## src/rtl/mc_cmd_responder.sv

```systemverilog
module mc_cmd_responder #(
  parameter int LEN_W  = 16,
  parameter int ADDR_W = 32,
  parameter int BLK_W  = 12
) (
  input  logic              clk,
  input  logic              rst_n,
  input  logic              cmd_valid,
  output logic              cmd_ready,
  input  logic [63:0]       cmd_raw,
  input  logic [63:0]       cmd_dec,
  input  logic [LEN_W-1:0]  cmd_len,
  input  logic              ext_cap,
  input  logic [15:0]       region_hdr,
  input  logic [31:0]       chip_id,
  output logic              rd_req,
  output logic [ADDR_W-1:0] rd_addr,
  input  logic              rd_done,
  output logic [BLK_W-1:0]  rom_off,
  input  logic [7:0]        rom_byte,
  output logic              out_valid,
  input  logic              out_ready,
  output logic [7:0]        out_byte,
  output logic              out_last,
  output logic [1:0]        mode,
  output logic              data_enc
);
  localparam logic [1:0] M_RAW = 2'd0, M_SEC = 2'd1, M_SECX = 2'd2, M_MAIN = 2'd3;
  localparam logic [1:0] SRC_FILL = 2'd0, SRC_ID = 2'd1, SRC_ROM = 2'd2;
  localparam logic [ADDR_W-1:0] BLK_SIZE = ADDR_W'(1) << BLK_W;

  typedef enum logic [1:0] {ST_IDLE, ST_WAIT, ST_SEND} st_t;

  st_t              st;
  logic [LEN_W-1:0] len_q, cnt;
  logic [1:0]       src_q;

  logic [7:0]        op;
  logic [3:0]        nib;
  logic [ADDR_W-1:0] sec_blk, region_base;
  logic [1:0]        nx_mode, d_src;
  logic              nx_enc, d_rom;
  logic [ADDR_W-1:0] d_addr;

  assign op          = cmd_raw[63:56];
  assign nib         = cmd_dec[63:60];
  assign sec_blk     = ADDR_W'({cmd_dec[47:44], {BLK_W{1'b0}}});
  assign region_base = ADDR_W'({region_hdr, 19'd0});

  wire unused_bits = ^{cmd_raw[55:0], cmd_dec[59:48], cmd_dec[43:0]};

  always_comb begin
    nx_mode = mode;
    nx_enc  = data_enc;
    d_src   = SRC_FILL;
    d_rom   = 1'b0;
    d_addr  = '0;
    case (mode)
      M_RAW: begin
        case (op)
          8'h00: begin d_src = SRC_ROM; d_rom = 1'b1; end
          8'h90: d_src = SRC_ID;
          8'h3C: nx_mode = M_SEC;
          8'h3D: if (ext_cap) nx_mode = M_SECX;
          default: ;
        endcase
      end
      M_SEC, M_SECX: begin
        case (nib)
          4'h1: d_src = SRC_ID;
          4'h2: begin
            d_src  = SRC_ROM;
            d_rom  = 1'b1;
            d_addr = (mode == M_SECX) ? sec_blk - BLK_SIZE + region_base : sec_blk;
          end
          4'h4: nx_enc = 1'b1;
          4'hA: nx_mode = M_MAIN;
          default: ;
        endcase
      end
      default: if (op == 8'hB8) d_src = SRC_ID;
    endcase
  end

  always_ff @(posedge clk) begin
    if (!rst_n) begin
      st       <= ST_IDLE;
      mode     <= M_RAW;
      data_enc <= 1'b0;
      len_q    <= '0;
      cnt      <= '0;
      src_q    <= SRC_FILL;
      rd_addr  <= '0;
    end else begin
      case (st)
        ST_IDLE: if (cmd_valid) begin
          mode     <= nx_mode;
          data_enc <= nx_enc;
          len_q    <= cmd_len;
          cnt      <= '0;
          src_q    <= d_src;
          if (d_rom) rd_addr <= d_addr;
          if (cmd_len == '0) st <= ST_IDLE;
          else if (d_rom)    st <= ST_WAIT;
          else               st <= ST_SEND;
        end
        ST_WAIT: if (rd_done) st <= ST_SEND;
        default: if (out_ready) begin
          if (cnt == len_q - 1'b1) st <= ST_IDLE;
          else cnt <= cnt + 1'b1;
        end
      endcase
    end
  end

  assign cmd_ready = (st == ST_IDLE);
  assign rd_req    = (st == ST_WAIT);
  assign out_valid = (st == ST_SEND);
  assign out_last  = out_valid && (cnt == len_q - 1'b1);
  assign rom_off   = cnt[BLK_W-1:0];

  always_comb begin
    case (src_q)
      SRC_ID:  out_byte = chip_id[{cnt[1:0], 3'b000} +: 8];
      SRC_ROM: out_byte = rom_byte;
      default: out_byte = 8'hFF;
    endcase
  end

  assert_enc_sticky_R7: assert property (@(posedge clk) disable iff (!rst_n)
    data_enc |=> data_enc);

  assert_main_locked_R9: assert property (@(posedge clk) disable iff (!rst_n)
    (mode == M_MAIN) |=> (mode == M_MAIN));

  assert_mode_on_accept_R6: assert property (@(posedge clk) disable iff (!rst_n)
    (mode != $past(mode)) |-> $past(cmd_valid && cmd_ready));

  assert_ext_needs_cap_R5: assert property (@(posedge clk) disable iff (!rst_n)
    (mode == M_SECX && $past(mode) == M_RAW) |-> $past(ext_cap));

  assert_hold_stall_R10: assert property (@(posedge clk) disable iff (!rst_n)
    (out_valid && !out_ready) |=> (out_valid && $stable(rom_off)));

  assert_rd_hold_R11: assert property (@(posedge clk) disable iff (!rst_n)
    (rd_req && !rd_done) |=> (rd_req && $stable(rd_addr)));

  assert_no_early_data_R11: assert property (@(posedge clk) disable iff (!rst_n)
    rd_req |-> !out_valid);
endmodule

```

## config.mk

```make
export PLATFORM = sky130hd
export DESIGN_NAME = mc_cmd_responder
export DESIGN_NICKNAME = d
export VERILOG_FILES = /design/src/rtl/mc_cmd_responder.sv
export SDC_FILE = /design/constraint.sdc
export NUM_CORES = 1
export LEC_CHECK = 0
export ABC_CLOCK_PERIOD_IN_PS = 7250
export BUFFER_PORTS_ARGS = -buffer_cell sky130_fd_sc_hd__buf_2
export CORE_AREA = 2 2 103 105
export DETAILED_ROUTE_END_ITERATION = 7
export DIE_AREA = 0 0 105 107
export PLACE_DENSITY = 0.9
export SLEW_MARGIN = 10
export SYNTH_ARGS = -nofsm -noshare
export SYNTH_HDL_FRONTEND = slang
export SYNTH_SLANG_ARGS = --single-unit
```

## constraint.sdc

```tcl
create_clock -name clk -period 7.25 [get_ports clk]
set_input_delay 1.45 -clock clk [delete_from_list [all_inputs] [get_ports clk]]
set_output_delay 1.45 -clock clk [all_outputs]
set_load 0.005 [all_outputs]
```

======== Yosys cells after proc, flatten, opt, wreduce, memory -nomap -nowiden ========
Cells that the tools add are included.
word-level totals
  output and inout port bits .............. 59
  input port bits ......................... 206
  bits in registers ....................... 71
  logic and storage cells ................. 76
operators by class
  eq/ne operators ......................... 21
  shift operators ......................... 1
  bitwise gates (word level) .............. 1
  reduce and logical (&&, ||, !) cells .... 16
  muxes and demuxes ....................... 26
  add/sub/neg operators ................... 4
operators with widths
  kind                      number
  $mux W32                  3
  $mux W16                  3
  $add A32 B32 Y32          1
  $pmux W16 S2              1
  $shiftx A32 B6 Y8         1
  $pmux W2 S2               6
  $sub A16 B13 Y17 const B  1
  $add A16 B1 Y16 const B   1
  $eq A16 B16 Y1            1
  $eq A8 B6 Y1 const B      2
  $eq A8 B8 Y1 const B      2
  $logic_not A16 Y1         1
  $mux W2                   8
  $pmux W8 S2               1
  $sub A16 B1 Y16 const B   1
  $reduce_and A4 Y1         3
  $logic_not A8 Y1          1
  $eq A2 B1 Y1 const B      3
  $eq A2 B2 Y1 const B      3
  $reduce_and A6 Y1         1
  $reduce_bool A3 Y1        2
  $eq A4 B1 Y1 const B      1
  $eq A4 B2 Y1 const B      1
  $eq A4 B3 Y1 const B      1
  14 further kinds          20

======== Longest topological paths before layout ========
Gate-level depths: netlist of run 1.
  word-level depth ........................ 7
  gate-level depth with buffers ........... 14
  gate-level depth less buffers ........... 14

======== Worst setup path before layout of run 1 ========
Ideal clock, no wire load.
  kind .................................... input port to flip-flop
  from .................................... in cmd_dec[45]
  to ...................................... reg rd_addr[31]
  setup time .............................. 122 ps
  path slack .............................. 2,651 ps
  path buffers ............................ 0
  stages on the path ...................... 14
  arrival time ............................ 4,477 ps
  data required time ...................... 7,128 ps
  path through ............................ inv_1 > ha_1 > nor3b_1 > ha_1 > inv_1 > fa_1 > nand2b_1 > a21oi_1 > o211ai_1 > nand2_1 > a41o_1 > o41a_1 > xnor2_1 > o21ai_0
between the ends
  word-level cells in the longest chain between the ends .. 5
RTL lines
  item                  line  text
  start, declared       11    input logic [63:0] cmd_dec,
  $sub A16 B13 Y17      74    d_addr = (mode == M_SECX) ? sec_blk - BLK_SIZE + region_base : sec_blk;
  $add A32 B32 Y32      74
  $mux W32              74
  $mux W32              69    case (nib)
  $mux W32              58    case (mode)
  end signal, assigned  102   if (d_rom) rd_addr <= d_addr;
  end, declared         17    output logic [ADDR_W-1:0] rd_addr,
No other way between the ends.
A chain may end at the register's enable or synchronous reset.

======== Worst setup path after layout of run 1 ========
  from .................................... in cmd_dec[44]
  to ...................................... reg rd_addr[31]
Same word-level chain as after synthesis.

==> flow_summary_export.csv, run 1 <==
group,metric,value,unit
floorplan,die_h,107,microns
placed_design,dp_cells,750,
clock_tree,root_buffer,"clkbuf_8",
drt,top_layer,"met4",
worst_setup_path,cp_max_fo,15,
drt,wl,11200,microns
outcome,outcome,"complete, no violations",
sta,rsz0062_at_grt,"false",
placed_design,postPlaceCellArea,4840,sq um
drt,vias,4139,
finish,final_common_cell,"buf_2",
finish,layout_common_cells,"buf_2 (137), nand2_1 (66), dfxtp_1 (57), a21oi_1 (28)",
worst_setup_path,r2r-end,"cnt[11]$_SDFFE_PN0P_",
sta,fmaxAchievable,0.228,GHz
floorplan,rows,37,
synthesis,netlist.area_leader.share,27.0,%
clock_tree,h-tree-depth,3,
clock_tree,cts_tree,"yes",
worst_setup_path,required,7480,ps
pwr,ir_drop,0.0821,mV
clock_tree,cts.sinks,57,
pwr,leakagePower,2.18,nW
sta,finalHoldViolCount,0,
worst_setup_path,cp.arrival,4620,ps
floorplan,dieWidth,105,microns
sta,skew,9.70,ps
floorplan,die-area,11200,sq um
placed_design,place_hpwl,8800,microns
synthesis,ys_types,64,
sta,setup_viol,0,
worst_hold_path,hold_class,"flip-flop to flip-flop",
grt,track_usage,19.8,%
clock_tree,cts_buffers,9,
sta,worst_slew_pin_slew,976,ps
finish,layout.cells.non_filler,766,
worst_setup_path,reg2reg_depth,8,
clock_tree,cts.path.max_buffers,2,
drt,met1_length,5040,microns
synthesis,synthArstFlopShare,0,%
clock_tree,clkLatencyLatePin,340,ps
synthesis,ys_top_cells_by_area,"dfxtp_1 (27%), ha_1 (5.9%), nand2_1 (5.9%)",
grt,grt_pass1_wl,17900,microns
worst_setup_path,worstSetupEndpointType,"flip-flop",
synthesis,yosysTopAreaCell,"dfxtp_1",
synthesis,yosysWarnings,0,
worst_hold_path,hold_depth,1,
drt,antenna_left,0,
floorplan,initial_core_util,41.8,%
placed_design,post-place-ws,2560,ps
worst_hold_path,worstHoldEndpoint,"data_enc$_SDFFE_PN0P_",
synthesis,syn_area_per_cell,8.21,sq um
synthesis,ys_ff_latch,57,
clock_tree,clk_pin_slew,70,ps
finish,nFillCells,992,
worst_hold_path,worstHoldStart,"data_enc$_SDFFE_PN0P_",
drt,viasPerCell,5.40,
finish,fin_area,5040,sq um
clock_tree,cts_resized,0,
finish,syn2layout_area_growth,19.5,%
placed_design,place_congestion,0.862,
grt,overflow,0,
finish,num_antenna_cells,0,
floorplan,ios,265,
drt,drt_iter0_markers,229,
floorplan,core_area,10100,sq um
synthesis,syn_inst,514,
worst_setup_path,path_class,"input port to flip-flop",
worst_setup_path,timing.rr.start,"len_q[6]$_SDFFE_PN0P_",
synthesis,seq_area_frac_synth,27.0,%
finish,fin_nets,852,
drt,wl_per_cell,14.7,microns
finish,drive_above_1_share,27.6,%
worst_setup_path,cp-start-kind,"input port",
sta,finalSetupTns,0,ps
grt,grt_max_degree,46,
pwr,power.density,157,nW/um^2
sta,slew_viol_final,0,
synthesis,synthFlopType,"dfxtp_1",
drt,dr_wl_met3,939,microns
sta,finalCritPeriodShare,60.5,%
sta,period_needed,4380,ps
sta,worst_slack,2870,ps
synthesis,syn_area,4220,sq um
synthesis,synth_edf_count,0,
clock_tree,cts_hold_buf,0,
clock_tree,post_cts_buffers,0,
worst_setup_path,r2r_setup_slack,4190,ps
drt,first_pass_iters,5,
drt,drc,0,
pwr,finalPower,0.792,mW
sta,maxSlewHeadroom,34.6,%
drt,wl_met2,5140,microns
job,max_cap_viol_count,0,
placed_design,portBuffers,137,
grt,antenna_found_initial,0,
grt,grt_pass1_vias,3781,
==> how the worst max path moves through the flow <==
| stage | from | to | slack, ps |
|---|---|---|---|
| after floorplan | cmd_dec[45] | rd_addr[31]$_SDFFE_PN0P_ | 2650 |
| after global placement | cmd_dec[44] | rd_addr[31]$_SDFFE_PN0P_ | 2620 |
| after detailed placement | cmd_dec[44] | rd_addr[31]$_SDFFE_PN0P_ | 2560 |
| after CTS | cmd_dec[44] | rd_addr[31]$_SDFFE_PN0P_ | 2910 |
| after global routing | cmd_dec[45] | rd_addr[31]$_SDFFE_PN0P_ | 2680 |
| final | cmd_dec[44] | rd_addr[31]$_SDFFE_PN0P_ | 2870 |
==> cell type report <==
type,instances,area (sq um),share of cell area [%]
Sequential cell,57,1140,22.6
Multi-Input combinational cell,397,2750,54.5
Timing Repair Buffer,138,693,13.7
Inverter,22,82.6,1.64
Clock inverter,2,35.0,0.694
Clock buffer,14,173,3.42
Tap cell,136,170,3.37
==> layer usage <==
layer	global-route usage (%)	vias up
met4	5.62	0
met5	0	-
met1	25.8	1928
met3	6.20	11
li1	-	2045
met2	31.8	155
==> report_power, final <==
part	leakage, nW	internal, mW	switching [mW]	total [mW]
Clock	0.107	0.187	0.127	0.314
Sequential	0.462	0.319	0.0118	0.331
Combinational	1.61	0.0714	0.0754	0.147
Total	2.18	0.577	0.214	0.792
==> worst max-delay path: stages <==
cell,delay [ps]
buf_2,120
inv_1,60
ha_1,170
nor3b_2,800
ha_1,340
inv_1,70
fa_1,380
nand2b_1,190
a21oi_1,250
o211ai_1,130
nand2_1,110
a41o_1,210
o41a_1,150
xnor2_1,110
o21ai_0,90
==> flip-flops by register name, summed over array words and instances (netlist names) <==
| name | flops |
|---|---|
| st | 2 |
| mode | 2 |
| src_q | 2 |
| data_enc | 1 |
| cnt | 16 |
| rd_addr | 18 |
| len_q | 16 |
==> Yosys cell counts (all sizes together), types with 8 or more instances <==
library cell  count
nand2            66
nor3b             8
ha               20
xor2             13
nor2             21
or3               8
mux4              8
inv              22
a21oi            28
a22oi             9
o21ai            19
nand3            15
nor4             12
dfxtp            57
a221o             9
nor3             15
clkbuf           15
a21boi           20
buf              34
nor2b            17
xnor2            22
==> through the flow <==
step	util, %	hold WS [ps]
after floorplan	-	449
after global placement	47.9	443
after detailed placement	47.9	443
after CTS	50.0	470
after global routing	50.0	498
final	50.0	464
==> logic make-up (layout without fill, tap and decap cells) <==
family                     Yosys count  after routing  synth area share (%)
xor gates and xnor gates            35             35                  7.26
and+or+nand+nor                    201            201                  26.0
muxes                               11             11                  4.98
adders and majority gates           21             21                  6.40
DFF                                 57             57                  27.0
buffers and inverters               71            176                  8.89
AOI/OAI and AO/OA                  117            117                  19.3
other                                1             12                0.0889
No activity file was read; power rests on OpenSTA's default activity.
==> run 2, diff against run 1 <==
==> config.mk (replaced) <==
export PLATFORM = sky130hd
export DESIGN_NAME = mc_cmd_responder
export DESIGN_NICKNAME = d
export VERILOG_FILES = /design/src/rtl/mc_cmd_responder.sv
export SDC_FILE = /design/constraint.sdc
export NUM_CORES = 1
export LEC_CHECK = 0
export ABC_CLOCK_PERIOD_IN_PS = 4400
export BUFFER_PORTS_ARGS = -buffer_cell sky130_fd_sc_hd__buf_2
export CORE_AREA = 2 2 101 103
export DETAILED_ROUTE_END_ITERATION = 7
export DIE_AREA = 0 0 103 105
export PLACE_DENSITY = 0.92
export SLEW_MARGIN = 10
export SYNTH_ARGS = -nofsm -noshare
export SYNTH_HDL_FRONTEND = slang
export SYNTH_SLANG_ARGS = --single-unit
==> constraint.sdc (replaced) <==
create_clock -name clk -period 4.4 [get_ports clk]
set_input_delay 0.88 -clock clk [delete_from_list [all_inputs] [get_ports clk]]
set_output_delay 0.88 -clock clk [all_outputs]
set_load 0.005 [all_outputs]
==> run 2 against run 1 <==
Via count increased by 0.14%. Final area grew 0.32%. Highest routed layer unchanged. Global-route usage is 1.1 points higher. Routed wire length grew 1.7%. Die area down 3.7%. Non-clock buffer count increased by 4. Count of clock-buffer cells in the layout fell by 2. Power is 62% higher. Combinational power increased by 68%. Critical path type is now flip-flop to output pin. Register-to-register slack lost 3100 ps.
==> flow_summary_export.csv, run 2 (synthesis results as in run 1) <==
group,metric,value,unit
outcome,outcome,"complete, no violations",
worst_hold_path,hold_class,"flip-flop to flip-flop",
worst_setup_path,slowest_stage,"nor4_1",
clock_tree,cts_hold_buf,0,
sta,finalHoldViolCount,0,
pwr,p_seq_share,42.2,%
drt,wl,11400,microns
clock_tree,h-tree-depth,3,
sta,fmaxAchievable,0.259,GHz
floorplan,die_h,105,microns
clock_tree,root_buffer,"clkbuf_8",
clock_tree,cts_buffers,9,
clock_tree,clkLatencyLatePin,340,ps
sta,period_needed,3860,ps
placed_design,dp_cells,751,
clock_tree,clk_pin_slew,70,ps
grt,track_usage,20.9,%
finish,register_area,1140,sq um
sta,finalCritPeriodShare,87.7,%
finish,syn2layout_area_growth,19.9,%
job,max_cap_viol_count,0,
floorplan,core_area,9640,sq um
worst_setup_path,worstSetupEndpointType,"output pin",
worst_setup_path,path_class,"flip-flop to output pin",
grt,grt_pass1_vias,3814,
sta,slew_viol_final,0,
finish,max_flop_register,"rd_addr",
placed_design,portBuffers,137,
pwr,switching_share,27.5,%
finish,top_regs,"rd_addr x18, cnt x16, len_q x16",
worst_setup_path,cp.arrival,2980,ps
finish,largest_register_ffs,18,
sta,worst_slew_pin_slew,866,ps
sta,setup_viol,0,
finish,drive_above_1_share,28.1,%
finish,fin_area,5060,sq um
finish,final_common_cell,"buf_2",
worst_setup_path,timing.rr.start,"len_q[0]$_SDFFE_PN0P_",
placed_design,postPlaceCellArea,4860,sq um
finish,layout.cells.non_filler,767,
drt,drc,0,
grt,grt_pass1_wl,18100,microns
worst_setup_path,cp_max_fo,7,
sta,skew,7.91,ps
drt,viasPerCell,5.40,
finish,multi_input_area,2750,sq um
pwr,ir_drop,0.145,mV
clock_tree,cts_tree,"yes",
worst_setup_path,required,3520,ps
pwr,power.internal,0.933,mW
finish,nFillCells,928,
grt,antenna_found_initial,1,
finish,fin_nets,856,
drt,drt_iter0_markers,172,
clock_tree,cts_resized,0,
floorplan,dieWidth,103,microns
worst_setup_path,worstSetupStartpoint,"len_q[0]$_SDFFE_PN0P_",
sta,finalSetupTns,0,ps
pwr,power.density,254,nW/um^2
floorplan,rows,36,
clock_tree,post_cts_buffers,0,
drt,wl_per_cell,14.9,microns
drt,first_pass_iters,4,
pwr,leakagePower,2.20,nW
grt,overflow,0,
pwr,p_comb_share,19.2,%
clock_tree,cts.sinks,57,
finish,layout_common_cells,"buf_2 (137), nand2_1 (66), dfxtp_1 (57), a21oi_1 (28)",
worst_setup_path,worstPathCellList,"nor4_1 -> nand2_1 -> o311ai_0 -> o32ai_2 -> nor4_1 -> and2_1 -> buf_2",
placed_design,place_hpwl,9020,microns
floorplan,die-area,10800,sq um
placed_design,place_congestion,0.851,
drt,vias,4145,
worst_hold_path,worstHoldStart,"data_enc$_SDFFE_PN0P_",
sta,rsz0062_at_grt,"false",
clock_tree,cts.path.max_buffers,2,
worst_setup_path,crit_top_cell,"nor4_1",
grt,grt_max_degree,46,
floorplan,initial_core_util,43.8,%
pwr,power_switching,0.353,mW
worst_setup_path,critical_path.max_stage_delay,620,ps
placed_design,post-place-ws,787,ps
drt,antenna_left,0,
sta,maxSlewHeadroom,42.1,%
worst_setup_path,cp-start-kind,"flip-flop",
pwr,finalPower,1.29,mW
pwr,p_clk_share,38.6,%
sta,worst_slack,543,ps
floorplan,ios,265,
==> run 2: worst paths after layout <==
check | slack [ps] | cells after the start | to
max reg2reg | 1140 | 8 | cnt[15]$_SDFFE_PN0P_
max | 540 | 7 | out_last
min reg2reg | 470 | 1 | data_enc$_SDFFE_PN0P_
min | 470 | 1 | data_enc$_SDFFE_PN0P_
==> run 2: area by class of cell <==
class | instances | share of cell area (%)
antenna | 1 | 0.0494
multi-input combinational | 397 | 54.3
tap | 133 | 3.29
sequential | 57 | 22.5
timing repair buffer | 142 | 14.3
clock buffer | 12 | 3.07
inverter | 22 | 1.63
clock inverter | 3 | 0.791
==> run 2: critical path: cells and delay by family (launching register included) <==
kind                   cells  cell delay (ps)
DFF                        1              380
and+or+nand+nor            4             1380
AOI/OAI and AO/OA          2              760
buffers and inverters      1              120
==> run 2: metal layers <==
metal,vias up,global-route usage [%],wire length (microns)
met5,-,0,0
met3,14,7.09,1040
li1,2042,-,-
met2,167,33.7,5570
met4,0,6.77,142
met1,1922,25.9,4680
==> run 2: through the flow <==
| step | hold WS (ps) | utilization (%) |
|---|---|---|
| 6_report | 468 | 52.5 |
| 5_1_grt | 510 | 52.5 |
| 4_1_cts | 474 | 52.5 |
| 3_5_place_dp | 456 | 50.5 |
| 3_3_place_gp | 455 | 50.5 |
| 2_1_floorplan | 449 | - |
==> run 2: power by group through the flow <==
stage	Sequential, mW	Combinational [mW]	Clock (mW)
after floorplan	0.549	0.172	0
after global placement	0.553	0.237	0
after detailed placement	0.554	0.245	0
after CTS	0.542	0.246	0.508
after global routing	0.544	0.274	0.527
final	0.543	0.247	0.496
